## config.mk

```make
export PLATFORM = sky130hd
export DESIGN_NAME = xbuf_top
export DESIGN_NICKNAME = d
export VERILOG_FILES = /design/src/rtl/xbuf_pkg.sv /design/src/rtl/xbuf_fifo.sv /design/src/rtl/xbuf_sticky.sv /design/src/rtl/xbuf_top.sv
export SDC_FILE = /design/constraint.sdc
export NUM_CORES = 1
export LEC_CHECK = 0
export ABC_AREA = 0
export CAP_MARGIN = 20
export CORE_MARGIN = 2
export CORE_UTILIZATION = 45
export CTS_CLUSTER_SIZE = 16
export DETAILED_ROUTE_END_ITERATION = 16
export PLACE_DENSITY = 0.68
export SLEW_MARGIN = 20
export SYNTH_ARGS = -nofsm -noshare
export SYNTH_HDL_FRONTEND = slang
export SYNTH_SLANG_ARGS = --single-unit
```

## constraint.sdc

```tcl
create_clock -name clk -period 53.3 [get_ports clk]
set_input_delay 5.33 -clock clk [delete_from_list [all_inputs] [get_ports clk]]
set_output_delay 5.33 -clock clk [all_outputs]
set_load 0.05 [all_outputs]
```

## src/rtl/xbuf_pkg.sv

```systemverilog
package xbuf_pkg;
  localparam int THR_W = 6;
  localparam int CNT_W = 16;
  localparam int N_EV  = 5;

  typedef enum logic [2:0] {
    A_CFG = 3'd0, A_COUNT = 3'd1, A_DATA = 3'd2,
    A_STAT = 3'd3, A_RAW = 3'd4, A_EN = 3'd5
  } xbuf_addr_e;

  // threshold from its minus-one field
  function automatic logic [THR_W:0] thr_of(input logic [THR_W-1:0] m1);
    return {1'b0, m1} + 1'b1;
  endfunction

  // transfer tail: count modulo threshold
  function automatic logic [THR_W:0] tail_of(input logic [CNT_W-1:0] cnt,
                                             input logic [THR_W-1:0] m1);
    logic [CNT_W-1:0] r;
    r = cnt % {{(CNT_W-THR_W-1){1'b0}}, thr_of(m1)};
    return r[THR_W:0];
  endfunction

  // remaining count clipped to a 6-bit field
  function automatic logic [THR_W-1:0] sat_field(input logic [CNT_W-1:0] v);
    return (v > CNT_W'((1 << THR_W) - 1)) ? {THR_W{1'b1}} : v[THR_W-1:0];
  endfunction
endpackage

```

## src/rtl/xbuf_fifo.sv

```systemverilog
module xbuf_fifo #(
  parameter int DEPTH = 32,
  parameter int W     = 8,
  localparam int AW   = $clog2(DEPTH),
  localparam int CW   = AW + 1
) (
  input  logic          clk,
  input  logic          rst_n,
  input  logic          flush,
  input  logic          push,
  input  logic [W-1:0]  din,
  input  logic          pop,
  output logic [W-1:0]  dout,
  output logic [CW-1:0] fill,
  output logic          full,
  output logic          empty
);
  logic [W-1:0]  mem [DEPTH];
  logic [AW-1:0] wp, rp;
  logic          do_push, do_pop;

  assign full    = (fill == CW'(DEPTH));
  assign empty   = (fill == '0);
  assign do_push = push && !full;
  assign do_pop  = pop && !empty;
  assign dout    = mem[rp];

  always_ff @(posedge clk) begin
    if (do_push) mem[wp] <= din;
  end

  always_ff @(posedge clk) begin
    if (!rst_n || flush) begin
      wp   <= '0;
      rp   <= '0;
      fill <= '0;
    end else begin
      if (do_push) wp <= (wp == AW'(DEPTH - 1)) ? '0 : wp + 1'b1;
      if (do_pop)  rp <= (rp == AW'(DEPTH - 1)) ? '0 : rp + 1'b1;
      case ({do_push, do_pop})
        2'b10:   fill <= fill + 1'b1;
        2'b01:   fill <= fill - 1'b1;
        default: fill <= fill;
      endcase
    end
  end
endmodule

```

## src/rtl/xbuf_sticky.sv

```systemverilog
module xbuf_sticky #(
  parameter int N = 3
) (
  input  logic         clk,
  input  logic         rst_n,
  input  logic [N-1:0] set,
  input  logic [N-1:0] clr,
  output logic [N-1:0] q
);
  for (genvar i = 0; i < N; i++) begin : g_bit
    always_ff @(posedge clk) begin
      if (!rst_n)      q[i] <= 1'b0;
      else if (set[i]) q[i] <= 1'b1;
      else if (clr[i]) q[i] <= 1'b0;
    end
  end
endmodule

```

## src/rtl/xbuf_top.sv

```systemverilog
module xbuf_top
  import xbuf_pkg::*;
#(
  parameter int DEPTH  = 32,
  parameter int DATA_W = 8,
  localparam int FILL_W = $clog2(DEPTH) + 1
) (
  input  logic              clk,
  input  logic              rst_n,
  input  logic              host_wr,
  input  logic              host_rd,
  input  logic [2:0]        host_addr,
  input  logic [31:0]       host_wdata,
  output logic [31:0]       host_rdata,
  output logic              irq,
  input  logic              rx_push,
  input  logic [DATA_W-1:0] rx_byte,
  output logic              rx_full,
  input  logic              tx_pop,
  output logic [DATA_W-1:0] tx_byte,
  output logic              tx_empty,
  input  logic              xfer_end
);
  localparam logic [THR_W:0] DEPTH_T = (THR_W + 1)'(DEPTH);

  logic [THR_W-1:0]  cfg_rx_m1, cfg_tx_m1;
  logic              cfg_ctl;
  logic [N_EV-1:0]   en_q, raw;
  logic [CNT_W-1:0]  tx_left;
  logic [THR_W:0]    tail_q, rx_thr, tx_thr, tx_free;
  logic              tcond, tcond_q;

  logic wr_cfg, wr_count, wr_data, wr_raw, wr_en, rd_data, flush;
  logic [FILL_W-1:0] rx_fill, tx_fill;
  logic [DATA_W-1:0] rx_head;
  logic              rx_empty, tx_full;
  logic              ev_rxreq, ev_txreq, ev_rxdrn, ev_txdrn, ev_aerr;
  logic [2:0]        sticky_q;

  assign wr_cfg   = host_wr && host_addr == A_CFG;
  assign wr_count = host_wr && host_addr == A_COUNT;
  assign wr_data  = host_wr && host_addr == A_DATA;
  assign wr_raw   = host_wr && host_addr == A_RAW;
  assign wr_en    = host_wr && host_addr == A_EN;
  assign rd_data  = host_rd && host_addr == A_DATA;
  assign flush    = wr_cfg && host_wdata[31];

  xbuf_fifo #(.DEPTH(DEPTH), .W(DATA_W)) u_rxq (
    .clk(clk), .rst_n(rst_n), .flush(flush),
    .push(rx_push), .din(rx_byte), .pop(rd_data),
    .dout(rx_head), .fill(rx_fill), .full(rx_full), .empty(rx_empty));

  xbuf_fifo #(.DEPTH(DEPTH), .W(DATA_W)) u_txq (
    .clk(clk), .rst_n(rst_n), .flush(flush),
    .push(wr_data), .din(host_wdata[DATA_W-1:0]), .pop(tx_pop),
    .dout(tx_byte), .fill(tx_fill), .full(tx_full), .empty(tx_empty));

  assign rx_thr  = thr_of(cfg_rx_m1);
  assign tx_thr  = thr_of(cfg_tx_m1);
  assign tx_free = DEPTH_T - (THR_W + 1)'(tx_fill);

  // named internal events
  assign ev_rxreq = (THR_W + 1)'(rx_fill) >= rx_thr;
  assign ev_txreq = (tx_free >= tx_thr) && (tx_left >= CNT_W'(tx_thr));
  assign ev_rxdrn = xfer_end && !rx_empty && ((THR_W + 1)'(rx_fill) < rx_thr);
  assign tcond    = cfg_ctl && (tail_q != '0) && (tx_left == CNT_W'(tail_q));
  assign ev_txdrn = tcond && !tcond_q;
  assign ev_aerr  = (rd_data && rx_empty) || (wr_data && tx_full);

  xbuf_sticky #(.N(3)) u_sticky (
    .clk(clk), .rst_n(rst_n),
    .set({ev_aerr, ev_txdrn, ev_rxdrn}),
    .clr(wr_raw ? host_wdata[4:2] : 3'b000),
    .q(sticky_q));

  assign raw = {sticky_q, ev_txreq, ev_rxreq};
  assign irq = |(raw & en_q);

  always_ff @(posedge clk) begin
    if (!rst_n) begin
      cfg_rx_m1 <= '0;
      cfg_tx_m1 <= '0;
      cfg_ctl   <= 1'b0;
      en_q      <= '0;
      tx_left   <= '0;
      tail_q    <= '0;
      tcond_q   <= 1'b0;
    end else begin
      if (wr_cfg) begin
        cfg_rx_m1 <= host_wdata[5:0];
        cfg_tx_m1 <= host_wdata[13:8];
        cfg_ctl   <= host_wdata[16];
      end
      if (wr_en) en_q <= host_wdata[N_EV-1:0];
      if (wr_count) begin
        tx_left <= host_wdata[CNT_W-1:0];
        tail_q  <= tail_of(host_wdata[CNT_W-1:0], cfg_tx_m1);
      end else if (wr_data && !tx_full && tx_left != '0) begin
        tx_left <= tx_left - 1'b1;
      end
      tcond_q <= wr_count ? 1'b0 : tcond;
    end
  end

  always_comb begin
    host_rdata = '0;
    case (host_addr)
      A_CFG:   host_rdata = {15'd0, cfg_ctl, 2'd0, cfg_tx_m1, 2'd0, cfg_rx_m1};
      A_COUNT: host_rdata = {16'd0, tx_left};
      A_DATA:  host_rdata = rx_empty ? 32'd0 : {{(32-DATA_W){1'b0}}, rx_head};
      A_STAT:  host_rdata = {tx_left, 2'd0, sat_field(tx_left), 2'd0, THR_W'(rx_fill)};
      A_RAW:   host_rdata = {{(32-N_EV){1'b0}}, raw};
      A_EN:    host_rdata = {{(32-N_EV){1'b0}}, en_q};
      default: host_rdata = '0;
    endcase
  end
endmodule

```

# Word level (Yosys, flattened, before mapping)
# Memory sizes are Yosys's and may differ from the RTL's. A register that Yosys moved wholly into a read port is not among the register bits.
# Cells that the tools add are included.
# classes
n_lt_le_gt_ge,5
muxes,26
bitwise_logic,2
n_div,1
n_eq_ne,16
addsub,12
n_reduce_logical,41
# op_table
cell,count
$pmux 32 s6,1
$mux 5,8
$mux 16,2
$pmux 6 s2,2
$add 5x1->5 const B,4
$eq 5x5->1 const B,4
$logic_and 1x1->1,20
$eq 16x7->1,1
$ge 16x7->1,1
$gt 16x6->1 const B,1
$mod 16x7->16,1
$reduce_bool 16->1,1
$sub 16x1->16 const B,1
$add 6x1->7 const B,2
$add 6x1->6 const B,2
$eq 6x6->1 const B,2
$logic_not 6->1,2
$reduce_bool 2->1,6
$sub 6x1->6 const B,2
$mux 1,10
$mux 8,1
$ge 6x7->1,1
$ge 7x7->1,1
$lt 6x7->1,1
other kinds (16),26
# word_totals
ff_bits,77
word_cells,121
memories,2
out_inout_bits,43
mem_bits_rw,512
inputBits,50
# mem_list
memory,depth,width,rd,rd_ports_with_merged_regs,write_ports,line_no,text
u_rxq.mem,32,8,1,1,1,xbuf_fifo.sv:18,logic [W-1:0] mem [DEPTH];
u_txq.mem,32,8,1,1,1,xbuf_fifo.sv:18,

# Longest topological paths before layout
# Gate-level depths: netlist (run 1).
# logic_depth
depth_word,6
depth_mapped,153

# Hierarchy
# A second synthesis (run 1) with hierarchy kept.
# unflattened
hier_cells,2501
area_unflattened_um2,31561.5
# by_module_without_submodules
mod,area_per_inst_um2,cells_per_inst,n_inst
xbuf_fifo,11225.8,636,2
xbuf_top,8986.1,1220,1
xbuf_sticky,123.9,9,1

# Worst setup path after synthesis (run 1)
# Ideal clock, no wire load.
# synth_timing
kind,input-to-reg
from,in host_wdata[15]
to,reg tail_q[2]
path_slack_ns,19.713
setup_time_ns,0.134
n_path_buf,5
t_arrival_ns,33.453
stages,141
cell_sequence,ha_1 -> a21oi_1 -> a21oi_1 -> ha_1 -> o21a_1 -> a211oi_1 -> o31a_1 -> or2_2 -> ha_1 -> o211ai_1 -> nand3b_1 -> and3_1 -> o31ai_1 -> inv_1 -> ha_1 -> or3_1 -> o22ai_1 -> nor2_1 -> [105 not listed] -> a21o_1 -> a21o_1 -> or4_1 -> a2111oi_4 -> nand2_2 -> mux2_2 -> ha_1 -> a21o_1 -> a21oi_1 -> nor2b_1 -> o21ai_0 -> nand2b_1 -> o21a_1 -> and3_1 -> o2bb2ai_1 -> nand4bb_1 -> o2111ai_1 -> o311ai_1
# synth_via
elab_chain_cells,1
# synth_rtl
item,line_no,text
start: declaration,xbuf_top.sv:13,"input logic [31:0] host_wdata,"
$mod 16x7->16,xbuf_pkg.sv:20,"r = cnt % {{(CNT_W-THR_W-1){1'b0}}, thr_of(m1)};"
end signal: assignment,xbuf_top.sv:97,"tail_q <= tail_of(host_wdata[CNT_W-1:0], cfg_tx_m1);"
end: declaration,xbuf_top.sv:30,"logic [THR_W:0] tail_q, rx_thr, tx_thr, tx_free;"
# Every way passes these cells.
# A chain may end at the register's enable or synchronous reset.

# Final worst setup path (run 1)
# Ends and elaborated chain as after synthesis.

==> results of run 1 <==
==> area by class of cell <==
cell class	count	share of cell area
Sequential cell	599	0.500
Multi-Input combinational cell	1544	0.383
Clock buffer	76	0.0449
Tap cell	873	0.0319
Timing Repair Buffer	105	0.0276
Clock inverter	27	0.00694
Inverter	50	0.00548
Antenna cell	1	0.0000730
==> logic make-up after synthesis <==
| kind of cell | after synthesis |
|---|---|
| buf+inv | 151 |
| compound gates | 455 |
| mux | 230 |
| fa+ha+maj | 144 |
| xor+xnor | 64 |
| flops | 599 |
| simple gates | 651 |
==> worst max-delay path by stage <==
stage	from	endpoint	slack (ps)
floorplan	host_wdata[15]	tail_q[2]	19710
global placement	host_wdata[15]	tail_q[2]	15510
detailed placement	host_wdata[15]	tail_q[2]	14800
CTS	host_wdata[15]	tail_q[2]	15320
global route	host_wdata[15]	tail_q[3]	12060
finish	host_wdata[15]	tail_q[2]	14610
==> critical path, delay by kind of cell <==
kind | cells | cell delay, ps
compound gates | 69 | 15360
fa+ha+maj | 16 | 4980
buf+inv | 3 | 720
mux | 7 | 2180
simple gates | 42 | 10520
==> flip-flops by register name (all words and copies together) (netlist names), named ones only <==
signal,count
en_q,5
u_txq.mem,256
u_rxq.fill,6
u_rxq.rp,5
cfg_rx_m1,6
u_txq.fill,6
tail_q,7
u_txq.rp,5
tx_left,16
cfg_ctl,1
cfg_tx_m1,6
u_sticky.q,3
u_rxq.wp,5
u_rxq.mem,256
u_txq.wp,5
tcond_q,1
==> per-layer routing <==
metal,GRT usage,up-vias
met2,0.365,635
met3,0.0250,115
li1,-,9135
met1,0.284,9986
met4,0.0585,2
met5,0,-
==> cell usage after synthesis (all sizes together), types with 44 or more instances <==
library cell	number	area [µm²]
o21ai	81	417
a21oi	133	673
dfxtp	87	1740
mux4	162	3650
nand3	44	225
edfxtp	512	15400
nor2	230	866
o21a	51	383
nor3	61	305
clkbuf	70	264
nand2	129	489
ha	141	1760
inv	47	176
==> through the flow <==
stage	instances	hold slack (ps)	cell area, µm²	worst slack, ps
final	3275	491	34300	14610
after global routing	3274	515	34300	12060
after global placement	3171	469	32500	15510
after CTS	3274	490	34300	15320
after floorplan	2294	449	30800	19710
after detailed placement	3171	481	32500	14800
==> cell usage in the layout (no fill, tap or decap), types with 29 or more instances in the layout <==
cell type | Yosys | layout
mux2i_1 | 32 | 32
mux2_2 | 31 | 31
ha_1 | 141 | 141
mux4_2 | 162 | 162
a21oi_1 | 131 | 131
o21ai_0 | 74 | 74
nand3_1 | 43 | 43
edfxtp_1 | 512 | 512
nand2_1 | 127 | 127
clkbuf_16 | 0 | 59
o21a_1 | 51 | 51
dfxtp_1 | 87 | 83
clkdlybuf4s50_1 | 0 | 70
inv_1 | 47 | 47
and2_1 | 31 | 31
xnor2_1 | 34 | 33
nor2_1 | 229 | 229
nor3_1 | 61 | 61
xor2_1 | 30 | 29
==> results.ini, run 1 <==
[status]
status = complete, no violations

[clock_network]
numCtsBuffers = 59
holdBufCountCts = 0
cts_sinks = 599
clkLatencyLatePin_ps = 620
root_buffer = clkbuf_16
cts_resized = 0
cts_tree = yes
cts_max_level = 2
postCtsSetupRepairBufs = 0
cts.path.max_buffers = 3
clk_pin_slew_worst_paths_ps = 60

[worst_setup_path]
critPathCaptureType = flop
max_stage_delay_ps = 650
slowest_stage = nor3_1
r2r_slack_ps = 18340
critPathMostFrequentCell = o21a_1
required_ps = 53790
reg2reg_depth = 139
critPathLaunchType = primary input
path_class = primary input to flop
cp.arrival_ps = 39190
rr_endpoint = tail_q[2]
r2r_start = cfg_tx_m1[1]
cp_max_fo = 18

[global_routing]
antenna_found_initial = 1
grt_usage = 0.211
grt_pass1_vias = 20100
grt_start_max_net_pins = 65
gr-total-overflow = 0
grt_pass1_wl_um = 115000

[cells_and_area]
regArea_um2 = 17100
drive_above_1_share = 0.153
fin_nets = 2553
post-route-util = 0.508
multi_input_area_um2 = 13100
n_fill_cell = 5582
area_growth_pct = 11.2

[hold_path]
min_delay_path_depth = 2
hp-class = flop to flop
min_from = u_txq.rp[4]

[drt]
num_vias = 19900
dr.pass1.iters = 6
wl_met2_um = 37100
met1_length_um = 31600
initialDrtViolationCount = 1771
routedWlPerCell_um = 22.7
highest_layer = met5
postRouteAntennaNets = 0
drc = 0
dr_wl_met3_um = 4030
wirelength_um = 74300
routed_via_density = 6.07

[synth]
yosysSeqAreaShare = 0.555
synth_top_flop_cell = edfxtp_1
synth_top_family_by_area = multiplexers
synth_compound_area_frac = 0.101
synthMuxAreaShare = 0.142
ys_ff_latch = 599
netlist_instances = 2294
synthAdderAreaFrac = 0.0592
syn-cell-area_um2 = 30800
postSynthNetCount = 2488
synth.avg_cell_area_um2 = 13.4
synth-xor-area-share = 0.0182
synthSimpleGateAreaFrac = 0.104
synth-async-reset-ratio = 0
ys_warn_count = 0
synth_edf_count = 512
synth_cell_types = 109

[placed_design]
port_buffers = 78
gp_congestion = 0.854
hpwl_um = 49900

[floorplanning]
ioPinCount = 93
fp.dieH_um = 266
dieWidth_um = 266
die_area_um2 = 70600
row_count = 95
coreArea_um2 = 67500
initial_utilization = 0.457

[timing]
finalSetupViolCount = 0
fmax_mhz = 25.8
fin_crit_sh = 0.726
min_period_ps = 38690
skew_ps = 16.8
tightest_slew_ps = 1040
relSlewSlack = 0.301
setup_tns_ps = 0
rsz0062_at_grt = false
drv_slew = 0
finalHoldViolCount = 0

[flow_run]
maxCapViolCount = 0

Power of run 1 is left out: the tool's default activity adds up to more than one toggle a clock period on the data nets, which glitch-free logic cannot reach.
==> run 2, diff against run 1 <==
Clock period 53.3 ns to 40.1 ns, I/O delays scaled along.
==> run 2 against run 1 <==
Net effect:
- utilization is 0.40 points higher
- wire length is 0.79% lower
- count of clock-buffer cells in the layout is 3 higher
- register-to-register slack worse by 13000 ps
- via count is 0.55% higher
- final cell count is 0.34% higher
- critical path depth stayed put
- hold slack better by 4.0 ps
- sequential share of layout area is 0.39 points lower
- final area is 0.78% higher
- sequential cell count stayed put
- highest routed layer unchanged
==> results.ini, run 2 (synthesis gave the netlist of run 1 again) <==
[cells_and_area]
drive_above_1_share = 0.160  ; was 0.153
mostFrequentLayoutCell = edfxtp_1  ; unchanged
largestRegisters = u_rxq.mem x256, u_txq.mem x256, tx_left x16  ; unchanged
fin_nets = 2555  ; was 2553
regArea_um2 = 17100  ; unchanged
n_fill_cell = 5568  ; was 5582
area_growth_pct = 12.1  ; was 11.2%
most-common-layout-cells = edfxtp_1 (512), nor2_1 (229), mux4_2 (162)  ; unchanged
antenna_cells = 0  ; was 1
multi_input_area_um2 = 13100  ; unchanged

[global_routing]
grt_start_max_net_pins = 65  ; unchanged
antenna_found_initial = 2  ; was 1
gr-total-overflow = 0  ; unchanged
grt_pass1_wl_um = 115000  ; about the same
grt_pass1_vias = 19900  ; was 20.1k
grt_usage = 0.209  ; was 0.211

[worst_setup_path]
critPathCaptureType = flop  ; unchanged
critPathMostFrequentCell = o21a_1  ; unchanged
path_buf_inv = 3  ; unchanged
cp.arrival_ps = 37490  ; was 39190 ps
r2r_start = cfg_tx_m1[1]  ; unchanged
critPathTopFamily = compound AO/OA/AOI/OAI gates  ; unchanged
required_ps = 40580  ; was 53790 ps
reg2reg_depth = 139  ; unchanged
rr_endpoint = tail_q[2]  ; unchanged
critPathLaunchType = primary input  ; unchanged
r2r_slack_ps = 5450  ; was 18340 ps
max_stage_delay_ps = 630  ; was 650 ps
slowest_stage = nor3_1  ; unchanged
path_class = primary input to flop  ; unchanged
cp_max_fo = 18  ; unchanged

[timing]
rsz0062_at_grt = false  ; unchanged
fmax_mhz = 27.0
tightest_slew_ps = 1020  ; was 1040 ps
setup_tns_ps = 0  ; unchanged
min_period_ps = 37010
skew_ps = 35.9  ; was 16.8 ps
fin_crit_sh = 0.923
drv_slew = 0  ; unchanged
finalSetupViolCount = 0  ; unchanged
finalHoldViolCount = 0  ; unchanged
relSlewSlack = 0.317  ; was 0.301

[clock_network]
root_buffer = clkbuf_16  ; unchanged
cts.path.max_buffers = 3  ; unchanged
cts_sinks = 599  ; unchanged
holdBufCountCts = 0  ; unchanged
numCtsBuffers = 61  ; was 59
clkLatencyLatePin_ps = 630  ; was 620 ps
cts_max_level = 2  ; unchanged
clk_pin_slew_worst_paths_ps = 60  ; about the same
postCtsSetupRepairBufs = 0  ; unchanged
cts_tree = yes  ; unchanged
cts_resized = 0  ; unchanged

[placed_design]
port_buffers = 78  ; unchanged
gp_congestion = 0.861  ; was 0.854
hpwl_um = 49400  ; was 49900 µm

[drt]
routedWlPerCell_um = 22.4  ; was 22.7 µm
num_vias = 20000  ; was 19.9k
drc = 0  ; unchanged
initialDrtViolationCount = 1661  ; was 1771
dr.pass1.iters = 5  ; was 6
routed_via_density = 6.08  ; was 6.07
postRouteAntennaNets = 0  ; unchanged
wirelength_um = 73800  ; was 74300 µm

[flow_run]
maxCapViolCount = 0  ; unchanged

[floorplanning]
row_count = 95  ; unchanged
initial_utilization = 0.457  ; unchanged
fp.dieH_um = 266  ; unchanged
die_area_um2 = 70600  ; unchanged
dieWidth_um = 266  ; unchanged
ioPinCount = 93  ; unchanged
coreArea_um2 = 67500  ; unchanged

[hold_path]
min_from = u_txq.rp[4]  ; unchanged
min_delay_path_depth = 2  ; unchanged
hp-class = flop to flop  ; unchanged
hold_path_end = u_txq.rp[4]

[status]
status = complete, no violations  ; unchanged

[run 2: cell count changes in the layout (fill, tap and decap cells not counted), sizes merged, moves of 3 or more]
cell | before | now
bufinv | 2 | 5
inv | 48 | 51
clkinv | 22 | 26
clkbuf | 76 | 79
[run 2: layout make-up]
class / instances / share of cell area
sequential: 599 / 0.496
multi-input combinational: 1544 / 0.380
clock buffer: 79 / 0.0485
tap: 873 / 0.0316
timing repair buffer: 105 / 0.0277
clock inverter: 36 / 0.0105
inverter: 50 / 0.00543
[run 2: worst max-delay path by stage]
stage,to,startpoint,depth (start not counted),slack [ps]
after floorplan,tail_q[2],host_wdata[15],141,7830
after global placement,tail_q[2],host_wdata[15],137,3700
after detailed placement,tail_q[2],host_wdata[15],136,2990
after CTS,tail_q[2],host_wdata[15],136,3540
after global routing,tail_q[5],host_wdata[15],140,160
final,tail_q[2],host_wdata[15],137,3090
[run 2: tightest hold or removal path, delay by kind of cell (launching register included)]
kind            cells  cell delay [ps]
compound gates      1               70
flops               1              310
simple gates        1               60
[run 2: layer usage]
metal	vias to the layer above	track usage	routed length [µm]
met5	-	0	21
met2	635	0.353	36300
li1	9162	-	-
met3	119	0.0299	4150
met1	10100	0.283	31500
met4	4	0.0626	1850
[run 2: stage by stage]
step                      setup WS [ps]  instance area [µm²]  hold WS [ps]  cells  utilization
after floorplan                    7830                30800           449   2294            -
after global placement             3700                32500           470   3170        0.482
after detailed placement           2990                32500           479   3170        0.482
after CTS                          3540                34600           493   3285        0.512
after global routing                164                34500           534   3286        0.512
final                              3090                34500           495   3286        0.512
Power of run 2 is left out for the same reason.
